File: config.mk
export PLATFORM = sky130hd
export DESIGN_NAME = pulse_mode_decoder
export DESIGN_NICKNAME = d
export VERILOG_FILES = /design/src/rtl/pulse_mode_decoder.sv
export SDC_FILE = /design/constraint.sdc
export NUM_CORES = 1
export LEC_CHECK = 0
export ABC_AREA = 0
export BUFFER_PORTS_ARGS = -buffer_cell sky130_fd_sc_hd__clkbuf_2
export CORE_MARGIN = 5
export CORE_UTILIZATION = 25
export CTS_CLUSTER_SIZE = 30
export DETAILED_ROUTE_END_ITERATION = 8
export GPL_TIMING_DRIVEN = 0
export SLEW_MARGIN = 20
export SYNTH_ARGS = -nofsm -noshare
export SYNTH_HDL_FRONTEND = slang
export SYNTH_SLANG_ARGS = --single-unit
File: constraint.sdc
create_clock -name clk -period 2.28 [get_ports clk]
set_input_delay 0.114 -clock clk [delete_from_list [all_inputs] [get_ports clk]]
set_output_delay 0.114 -clock clk [all_outputs]
set_load 0.01 [all_outputs]
File: src/rtl/pulse_mode_decoder.sv
module pulse_mode_decoder #(
  parameter int CYC_PER_US = 8,
  parameter int LATCH_US   = 300,
  parameter int OFF_US     = 300,
  parameter int MAX_MODE   = 10
) (
  input  logic       clk,
  input  logic       rst_n,
  input  logic       pin_n,
  output logic [3:0] mode,
  output logic       mode_valid,
  output logic       shutdown
);

  localparam int DG_CYC    = (CYC_PER_US / 2 < 1) ? 1 : CYC_PER_US / 2;
  localparam int DW        = $clog2(DG_CYC + 1);
  localparam int LATCH_CYC = LATCH_US * CYC_PER_US;
  localparam int OFF_CYC   = OFF_US * CYC_PER_US;
  localparam int LIM       = (LATCH_CYC > OFF_CYC) ? LATCH_CYC : OFF_CYC;
  localparam int TW        = $clog2(LIM + 1);

  typedef enum logic [1:0] {ST_SHUT, ST_COUNT, ST_LOCK} st_t;

  logic          s1, s2, lvl, lvl_d;
  logic [DW-1:0] dcnt;
  logic [TW-1:0] tmr;
  logic [3:0]    cnt;
  st_t           st;

  always_ff @(posedge clk or negedge rst_n)
    if (!rst_n) begin
      s1 <= 1'b0;
      s2 <= 1'b0;
    end else begin
      s1 <= pin_n;
      s2 <= s1;
    end

  always_ff @(posedge clk or negedge rst_n)
    if (!rst_n) begin
      lvl  <= 1'b0;
      dcnt <= '0;
    end else if (s2 == lvl) begin
      dcnt <= '0;
    end else if (dcnt == DW'(DG_CYC - 1)) begin
      lvl  <= s2;
      dcnt <= '0;
    end else begin
      dcnt <= dcnt + 1'b1;
    end

  wire rise = lvl & ~lvl_d;
  wire chg  = lvl ^ lvl_d;
  wire latch_hit = lvl & ~chg & (tmr == TW'(LATCH_CYC - 1));
  wire off_hit   = ~lvl & ~chg & (tmr == TW'(OFF_CYC - 1));

  always_ff @(posedge clk or negedge rst_n)
    if (!rst_n) begin
      lvl_d <= 1'b0;
      tmr   <= '0;
    end else begin
      lvl_d <= lvl;
      if (chg)
        tmr <= '0;
      else if (tmr != TW'(LIM))
        tmr <= tmr + 1'b1;
    end

  always_ff @(posedge clk or negedge rst_n)
    if (!rst_n) begin
      st  <= ST_SHUT;
      cnt <= '0;
    end else begin
      case (st)
        ST_SHUT:
          if (rise) begin
            st  <= ST_COUNT;
            cnt <= 4'd1;
          end
        ST_COUNT:
          if (rise) begin
            if (cnt != 4'(MAX_MODE))
              cnt <= cnt + 4'd1;
          end else if (latch_hit) begin
            st <= ST_LOCK;
          end else if (off_hit) begin
            st  <= ST_SHUT;
            cnt <= '0;
          end
        ST_LOCK:
          if (off_hit) begin
            st  <= ST_SHUT;
            cnt <= '0;
          end
        default: begin
          st  <= ST_SHUT;
          cnt <= '0;
        end
      endcase
    end

  assign shutdown   = (st == ST_SHUT);
  assign mode_valid = (st == ST_LOCK);
  assign mode       = mode_valid ? cnt : 4'd0;

endmodule

**Word-level counts from Yosys, hierarchy flattened**

Cells that the tools add are included.

- Bits in registers: 25

- Bitwise operators: 10
- Equality and inequality tests: 11
- Multiplexer cells: 16
- $add $sub $neg: 3
- Reduce and logical (&&, ||, !) cells: 5

Operators by type and width:

| kind | number |
|---|---|
| 2-to-1 mux 12 bit | 2 |
| 2-to-1 mux 4 bit | 6 |
| adder 12 x 1 -> 12 bit, second input constant | 1 |
| == test 12 bit, second input constant | 1 |
| inequality test 12 bit, second input constant | 1 |
| case mux 4 bit (3 select lines) | 1 |
| 2-to-1 mux 2 bit | 4 |
| 2-to-1 mux 3 bit | 2 |
| inequality test 3 bit, second input constant | 2 |
| case mux 2 bit (3 select lines) | 1 |
| AND 1 bit | 5 |
| adder 4 x 1 -> 4 bit, second input constant | 1 |
| inequality test 4 bit, second input constant | 1 |
| NOT 1 bit | 4 |
| AND reduction 2 bit | 2 |
| adder 3 x 1 -> 3 bit, second input constant | 1 |
| == test 3 x 2 -> 1 bit, second input constant | 1 |
| AND reduction 3 bit | 1 |
| == test 2 x 1 -> 1 bit, second input constant | 1 |
| == test 2 bit, second input constant | 1 |
| zero test 2 bit | 1 |
| inequality test 2 x 1 -> 1 bit, second input constant | 1 |
| inequality test 2 bit, second input constant | 1 |
| nonzero test 2 bit | 1 |
| other kinds (2) | 2 |

**Depth between registers and ports, before layout**

Gate-level depths: netlist of run 1.

- Word-level depth: 8
- Mapped depth: 7

**Least setup slack after synthesis of run 1**

OpenSTA, ideal clock, no wires.

- Path type: reg2reg
- Start point: register tmr[1]
- End point: register cnt[0]
- Required time: 2156 ps
- Setup time: 124 ps
- Stages on the path, launching flop included: 7
- Buffers on the path: 1
- Path slack: 455 ps
- Clock period less this slack: 1825 ps
- Data arrival time: 1701 ps
- Path through: dfrtp_1 > ha_1 > nand4_1 > or4_1 > buf_2 > and3_4 > a211o_1

- Longest elaborated chain between the ends: 6

RTL lines:

| item | RTL line | RTL |
|---|---|---|
| start: declaration | 26 | `logic [TW-1:0] tmr;` |
| start signal: assignment | 66 | `tmr <= tmr + 1'b1;` |
| == test 12 bit (*) | 54, 55 |  |
| AND 1 bit | 55 | `wire off_hit = ~lvl & ~chg & (tmr == TW'(OFF_CYC - 1));` |
| 2-to-1 mux 4 bit (3 in a row) | -- |  |
| case mux 4 bit (3 select lines) | -- |  |
| end signal: assignment | 83 | `cnt <= cnt + 4'd1;` |
| end: declaration | 27 | `logic [3:0] cnt;` |

Mark *: on every way between the ends. The rest lies on a longest branch, timed or not. The select of a mux whose other input is x is not followed.
A chain may end at the register's enable or synchronous reset.

**Worst setup path in the final report of run 1**

Same ends and word-level chain as after synthesis.

==> reports/metrics.yaml, run 1 <==
avgSynthCellArea_um2: 10.17
die_h_um: 85.47
grt_max_degree: 26
cts_tree: "yes"
synth_edf_count: 0
cp.depth: 6
fillerInstances: 560
hold_viol_final: 0
period_minus_slack_ps: 2018
clock-sinks: 25
routed_wirelength_um: 2694
rows: 27
wl_per_cell_um: 11.92
postCtsSetupRepairBufs: 0
initialDrtViolationCount: 47
path_delay_family: "simple AND/OR/NAND/NOR gates"
netlist_area_mm2: 0.001424
criticalPathCategory: "flip-flop to flip-flop"
grt_pass1_wl_um: 4636
slew_headroom_pct: 55.08
async_reset_ff_share_pct: 100.0
worstPathMaxFanout: 6
power.total_mw: 1.357
clk_path_buf_depth: 2
irDropWorstVdd_uv: 328.3
drc_errors: 0
critPathRequiredTime_ps: 2450
post-route-period-util_pct: 88.52
clk_latency_ps: 270
synthToLayoutAreaGrowth_pct: 13.71
intPower_mw: 0.8583
core_mm2: 0.005507
grtUsageTotal_pct: 7.757
synth.yosys.seq_area_share_pct: 43.94
p_clk_share_pct: 19.4
setup_viol: 0
skew_ps: 12.88
reg2regPathDepth: 6
timing.hold.ws_ps: 353.7
syn_inst: 140
setup-tns-final_ps: 0
switching_share_pct: 36.75
ys_ff_latch: 25
worstPathArrival_ps: 2180
numCtsBuffers: 3
p_sw_mw: 0.4988
cts_root_buffer: "clkbuf_8"
final-max-slew-violation-count: 0
drive_above_1_share_pct: 12.34
ant_nets: 0
hold_class: "flip-flop to flip-flop"
layout.nets: 166
rsz0062_at_grt: "no"
clk_pin_slew_worst_paths_ps: 90
fmaxAchievable_mhz: 495.5
seqPwrFrac_pct: 46.2
fin_cells: 226
critPathSlowestCell: "or4_1"
cap_viol_max_count: 0
power_density_mw_per_mm2: 838.2
dieArea_mm2: 0.007305
layout_commonest_cell: "dfrtp_1"
cts_max_level: 1
dp_hpwl_um: 1936
cp_num_buf_inv: 1
grt_pass1_vias: 1010
die_w_um: 85.47
grt-ovfl-total: 0
worst_pin_slew_ps: 667.6
port_buffers: 8
dr.pass1.iters: 4
power_leakage_nw: 0.6700
synth.distinct_cells: 43
outcome: "finished clean"
synth_nets: 151
critPathMaxStageDelay_ps: 470
crit_chain: "ha_1 -> nand4_1 -> or4_1 -> buf_2 -> and3_4 -> a211o_1"
synth_flop_cell: "dfrtp_1"
p_comb_share_pct: 34.4
dp.cells: 220
via_per_inst: 4.624
hold_depth: 0
antenna_found_initial: 0
antennaDiodeCount: 0
layout_common_cells: "25 x dfrtp_1, 14 x nor2_1, 10 x nand2_1"
num_vias: 1045
crit_path_end_kind: "flip-flop"
io_pins: 9
ys_warn_count: 0
crit_path_start_kind: "flip-flop"
gp_congestion: 0.7931
initial_core_util_pct: 25.86
worst reg2reg max path: cells and delay by family (launching register included):
kind                     cells  cell delay [ps]
AND/OR/NAND/NOR              3              790
flip-flops                   1              440
adder cells (fa/ha/maj)      1              270
AO/OA/AOI/OAI                1              250
buffers and inverters        1              170
metrics by stage:
stage               instance area (µm²)  setup WS [ps]  util (%)
floorplan                          1424          455.4         -
global placement                   1554          322.2     28.22
detailed placement                 1554          317.4     28.22
CTS                                1619          291.8     29.40
global route                       1619          195.8     29.40
finish                             1619          261.7     29.40
Yosys cell counts (2+ instances only):
cell type   n  area share (%)
a211o_1     2             1.2
a21oi_1     3             1.1
and2_1      4             1.8
dfrtp_1    25              44
ha_1        8             7.0
inv_1       7             1.8
nand2_1    10             2.6
nand3_1     7             2.5
nand3b_1    3             1.6
nand4_1     3             1.3
nor2_1     14             3.7
nor2b_1     3             1.3
nor3_1      3             1.1
nor3b_1     2             1.1
nor4_1      2            0.88
o211ai_1    3             1.6
o21a_1      2             1.1
o21ai_0     3             1.1
o41ai_1     2             1.2
or4b_2      2             1.4
xnor2_1     6             3.7
xor2_1      5             3.1
worst paths after layout:
check	from	endpoint	slack, ps
worst min register to register	s1$_DFF_PN0_	s2$_DFF_PN0_	350
worst max-delay path	tmr[1]$_DFFE_PN0P_	cnt[0]$_DFFE_PN0P_	260
max in group asynchronous	rst_n	tmr[9]$_DFFE_PN0P_	1450
worst max register to register	tmr[1]$_DFFE_PN0P_	cnt[0]$_DFFE_PN0P_	260
min in group asynchronous	rst_n	cnt[0]$_DFFE_PN0P_	390
worst min-delay path	s1$_DFF_PN0_	s2$_DFF_PN0_	350
cell type report:
type | count | area (µm²) | share of cell area (%)
Buffer | 2 | 8.758 | 0.5410
Clock buffer | 4 | 45.04 | 2.782
Inverter | 7 | 26.28 | 1.623
Multi-Input combinational cell | 106 | 763.2 | 47.14
Sequential cell | 25 | 625.6 | 38.64
Tap cell | 72 | 90.09 | 5.564
Timing Repair Buffer | 10 | 60.06 | 3.709
cells by family after synthesis:
kind of cell,share of synthesized area (%)
and+or+nand+nor,27.86
DFF,43.94
AOI/OAI and AO/OA,11.25
xor gates and xnor gates,6.766
buffers and inverters,2.460
adders and majority gates,7.030
muxes,0.7030
timing repair:
| action | 4_1_cts | 5_1_grt |
|---|---|---|
| gates resized for setup | 0 | 0 |
| hold buffers | 2 | 0 |
| hold endpoints to repair | 26 | 0 |
layer usage:
layer	part of all wire, %	vias up	wire length (µm)	global-route usage (%)
li1	-	530	-	-
met1	52	496	1388	10.67
met2	44	15	1186	11.94
met3	3.5	4	94	2.039
met4	0.85	0	23	2.158
met5	0	-	0	0
sequential cells by signal, summed over array words and instances, names as in the netlist:
| name | flops |
|---|---|
| lvl_d | 1 |
| tmr | 12 |
| dcnt | 3 |
| lvl | 1 |
| s2 | 1 |
| s1 | 1 |
| cnt | 4 |
| st | 2 |
power groups by stage:
stage	registers (mW)	clock network [mW]	logic, mW
3_5_place_dp	0.635	0	0.469
3_3_place_gp	0.630	0	0.457
6_report	0.627	0.263	0.467
2_1_floorplan	0.606	0	0.367
4_1_cts	0.626	0.281	0.476
5_1_grt	0.639	0.300	0.531
Power figures use the tool's default switching activity.
==> run 2: changes to the inputs <==
PLACE_DENSITY_LB_ADDON = 0.25   (was default)
==> run 2 against run 1 <==
  * Setup slack gained 13 ps
  * Clock power decreased by 4%
  * Sequential power down 0.8%
  * Combinational power is essentially flat
  * Non-clock buffer count stayed put
  * Sequential cell count unchanged
  * Die area unchanged
  * Clock-buffer cell count stayed put
  * Critical endpoint unchanged
  * Largest power group unchanged
==> reports/metrics.yaml, run 2 (synthesis gave the netlist of run 1 again) <==
grt_pass1_vias: 1074
critPathMaxStageDelay_ps: 480
ff_latch_area_um2: 625.6
grt-ovfl-total: 0
irDropWorstVdd_uv: 472.1
via_per_inst: 4.633
cts_tree: "yes"
routed_wirelength_um: 2668
critPathRequiredTime_ps: 2430
slew_headroom_pct: 49.74
critPathSlowestCell: "or4_1"
rows: 27
fmaxAchievable_mhz: 498.7
ant_nets: 0
post-route-period-util_pct: 87.95
power_leakage_nw: 0.6700
die_h_um: 85.47
io_pins: 9
initial_core_util_pct: 25.86
grt_pass1_wl_um: 4830
setup-tns-final_ps: 0
initialDrtViolationCount: 26
worstPathMaxFanout: 6
setup_viol: 0
crit_chain: "ha_1 -> nand4_1 -> or4_1 -> buf_2 -> and3_4 -> a211o_1"
num_vias: 1047
cts_max_level: 1
fin_util_pct: 29.40
crit_path_end_kind: "flip-flop"
antennaDiodeCount: 0
power_density_mw_per_mm2: 831.0
clk_path_buf_depth: 2
port_buffers: 8
fillerInstances: 586
wl_per_cell_um: 11.81
worst_pin_slew_ps: 747.0
largest_reg_flops: 12
top_register: "tmr"
grtUsageTotal_pct: 7.927
layout.nets: 166
numCtsBuffers: 3
synthToLayoutAreaGrowth_pct: 13.71
drive_above_1_share_pct: 12.34
outcome: "finished clean"
timing.hold.ws_ps: 352.0
post_dp_cell_area_mm2: 0.001554
antenna_found_initial: 0
hold_viol_final: 0
largestRegisters: "tmr (12), cnt (4), dcnt (3)"
criticalPathCategory: "flip-flop to flip-flop"
rsz0062_at_grt: "no"
final-max-slew-violation-count: 0
crit_path_start_kind: "flip-flop"
cap_viol_max_count: 0
gp_congestion: 0.7649
clock-sinks: 25
grt_max_degree: 26
skew_ps: 1.833
dr.pass1.iters: 4
fin_area_mm2: 0.001619
dp_hpwl_um: 1983
multi_input_area_um2: 763.2
path_delay_family: "simple AND/OR/NAND/NOR gates"
die_w_um: 85.47
core_mm2: 0.005507
hold_class: "flip-flop to flip-flop"
cp_num_buf_inv: 1
clk_pin_slew_worst_paths_ps: 80
layout_common_cells: "25 x dfrtp_1, 14 x nor2_1, 10 x nand2_1"
cts_root_buffer: "clkbuf_8"
dieArea_mm2: 0.007305
period_minus_slack_ps: 2005
worstPathArrival_ps: 2150
ctsResizeCount: 0
layout_commonest_cell: "dfrtp_1"
drc_errors: 0
clk_latency_ps: 260
==> run 2: cell counts in the layout (fill, tap and decap cells not counted) <==
No cell type changed its count.
==> run 2: worst paths after layout <==
kind                                    startpoint                  end  slack, ps  cells after the start
worst min register to register        s1$_DFF_PN0_         s2$_DFF_PN0_        350                      0
worst min-delay path                  s1$_DFF_PN0_         s2$_DFF_PN0_        350                      0
max in group asynchronous                    rst_n    dcnt[1]$_DFF_PN0_       1490                      2
worst max-delay path            tmr[1]$_DFFE_PN0P_   cnt[0]$_DFFE_PN0P_        270                      6
min in group asynchronous                    rst_n  tmr[10]$_DFFE_PN0P_        390                      2
worst max register to register  tmr[1]$_DFFE_PN0P_   cnt[0]$_DFFE_PN0P_        270                      6
==> run 2: final cells by class <==
class | instances | share of cell area (%)
buffer | 2 | 0.5410
clock buffer | 4 | 2.782
inverter | 7 | 1.623
multi-input combinational | 106 | 47.14
sequential | 25 | 38.64
tap | 72 | 5.564
timing repair buffer | 10 | 3.709
==> run 2: layer usage <==
layer	up-vias	global-route usage, %	part of all wire [%]
li1	529	-	-
met1	508	10.54	52
met2	8	12.71	44
met3	2	1.748	3.0
met4	0	2.590	0.64
met5	-	0	0
==> run 2: metrics by stage <==
stage	instances	power (mW)	worst slack [ps]
after floorplan	140	0.9730	455.4
after global placement	220	1.083	327.3
after detailed placement	220	1.109	292.5
after CTS	226	1.369	278.8
after global routing	226	1.469	119.0
final	226	1.345	274.8
==> run 2: where the power goes <==
part	internal, mW	leakage, nW	switching, mW	total, mW
sequential	0.526	0.323	0.0960	0.622
combinational	0.207	0.325	0.263	0.470
clock	0.125	0.0228	0.128	0.253
total	0.858	0.670	0.487	1.35
==> run 2: timing repair <==
action | 4_1_cts | 5_1_grt
endpoints found under the hold margin | 26 | 0
hold buffers | 2 | 0
setup buffers | 0 | 0
==> run 3: changes to the inputs <==
CORE_ASPECT_RATIO = 0.8   (was default)
GPL_ROUTABILITY_DRIVEN = 0   (was default)
==> run 3 against run 2 <==
  * Die area rose by 0.12%
  * Setup slack worse by 54 ps
  * Critical path depth did not move
  * Cell area increased by 0.70%
  * Non-clock buffer count stayed put
  * Fmax fell by 2.6%
  * Clock power increased by 4%
  * Sequential cell count is the same
  * Clock skew up 4.2 ps
  * Power is 1.0% higher
  * Worst hold slack gained 3.9 ps
  * Combinational power grew 1%
  * Highest routed layer unchanged
==> reports/metrics.yaml, run 3 (synthesis gave the netlist of run 1 again) <==
clk_pin_slew_worst_paths_ps: 80
rows: 24
critPathRequiredTime_ps: 2420
die_h_um: 77.50
r2r-start: "tmr[0]$_DFFE_PN0P_"
power_density_mw_per_mm2: 833.9
critPathMaxStageDelay_ps: 650
worstPathArrival_ps: 2200
fin_ws_ps: 220.8
crit_chain: "inv_1 -> ha_1 -> or4b_2 -> nor4_4 -> mux2i_1 -> nor2_1"
dp_hpwl_um: 2014
ctsResizeCount: 0
dieArea_mm2: 0.007314
holdPathEnd: "s2$_DFF_PN0_"
largest_reg_flops: 12
hold_depth: 0
irDropWorstVdd_uv: 304.7
setup_viol: 0
numCtsBuffers: 3
fin_util_pct: 29.67
postCtsSetupRepairBufs: 0
drc_errors: 0
grt_pass1_wl_um: 4629
outcome: "finished clean"
drive_above_1_share_pct: 12.99
r2r_slack_ps: 220
grt_max_degree: 26
final-max-slew-violation-count: 0
power.total_mw: 1.360
synthToLayoutAreaGrowth_pct: 14.50
fmaxAchievable_mhz: 485.6
post-route-period-util_pct: 90.32
fillerInstances: 563
dr.pass1.iters: 4
power_leakage_nw: 0.6689
setup-tns-final_ps: 0
largestRegisters: "tmr (12), cnt (4), dcnt (3)"
path_delay_family: "simple AND/OR/NAND/NOR gates"
grt_pass1_vias: 975
hold_class: "flip-flop to flip-flop"
top_register: "tmr"
crit_path_start_kind: "flip-flop"
skew_ps: 6.072
criticalPathCategory: "flip-flop to flip-flop"
hold_viol_final: 0
wl_per_cell_um: 11.47
initial_core_util_pct: 25.91
layout_common_cells: "25 x dfrtp_1, 14 x nor2_1, 10 x nand2_1"
routed_wirelength_um: 2660
core_mm2: 0.005495
critPathSlowestCell: "or4b_2"
slew_headroom_pct: 52.84
cts_tree: "yes"
grt-ovfl-total: 0
reg2regPathDepth: 6
ant_nets: 0
num_vias: 1043
min_from: "s1$_DFF_PN0_"
grtUsageTotal_pct: 7.866
port_buffers: 8
cts_max_level: 1
antenna_found_initial: 0
dp_slack_ps: 262.5
antennaDiodeCount: 0
cts_root_buffer: "clkbuf_8"
worstPathMaxFanout: 4
via_per_inst: 4.496
clk_path_buf_depth: 2
initialDrtViolationCount: 115
layout.nets: 166
io_pins: 9
period_minus_slack_ps: 2059
rsz0062_at_grt: "no"
layout_commonest_cell: "dfrtp_1"
clock-sinks: 25
cp_num_buf_inv: 1
cap_viol_max_count: 0
clk_latency_ps: 270
crit_path_end_kind: "flip-flop"
r2r_end: "tmr[1]$_DFFE_PN0P_"
die_w_um: 94.38
worst_pin_slew_ps: 700.9
-- run 3: cell count changes in the layout (fill, tap and decap cells not counted) --
cell,before,now
clkbuf_1,2,1
clkinvlp_4,0,1
-- run 3: worst max path at each step --
stage	from	endpoint	depth (start not counted)
6_report	tmr[0]$_DFFE_PN0P_	tmr[1]$_DFFE_PN0P_	6
3_3_place_gp	tmr[1]$_DFFE_PN0P_	cnt[0]$_DFFE_PN0P_	6
2_1_floorplan	tmr[1]$_DFFE_PN0P_	cnt[0]$_DFFE_PN0P_	6
5_1_grt	tmr[0]$_DFFE_PN0P_	tmr[1]$_DFFE_PN0P_	6
3_5_place_dp	tmr[0]$_DFFE_PN0P_	tmr[1]$_DFFE_PN0P_	6
4_1_cts	tmr[0]$_DFFE_PN0P_	tmr[1]$_DFFE_PN0P_	6
-- run 3: layout make-up --
type                            count  area (µm²)  area share (%)
Tap cell                           78       97.59           5.986
Inverter                            7       26.28           1.612
Clock inverter                      1       7.507          0.4605
Clock buffer                        3       41.29           2.533
Buffer                              2       8.758          0.5372
Timing Repair Buffer               10       60.06           3.684
Multi-Input combinational cell    106       763.2           46.82
Sequential cell                    25       625.6           38.37
-- run 3: stage by stage --
step | cells | area, µm² | hold WS, ps
6_report | 232 | 1630 | 355.9
5_1_grt | 232 | 1630 | 361.0
4_1_cts | 232 | 1630 | 359.4
3_5_place_dp | 226 | 1562 | 175.4
3_3_place_gp | 226 | 1562 | 162.2
2_1_floorplan | 140 | 1424 | -181.6
-- run 3: per-layer routing --
layer	GRT usage (%)	wire, µm	up-vias
met5	0	0	-
met4	2.165	23	0
met1	10.81	1371	502
met3	2.031	67	2
met2	12.25	1196	8
li1	-	-	531
-- run 3: timing repair --
item                       4_1_cts  5_1_grt
hold endpoints to repair        26        0
hold buffers                     2        0
setup endpoints to repair        0        0
-- run 3: report_power, final --
| group | switching [mW] | internal, mW |
|---|---|---|
| clock | 0.141 | 0.124 |
| sequential | 0.0930 | 0.526 |
| combinational | 0.268 | 0.208 |
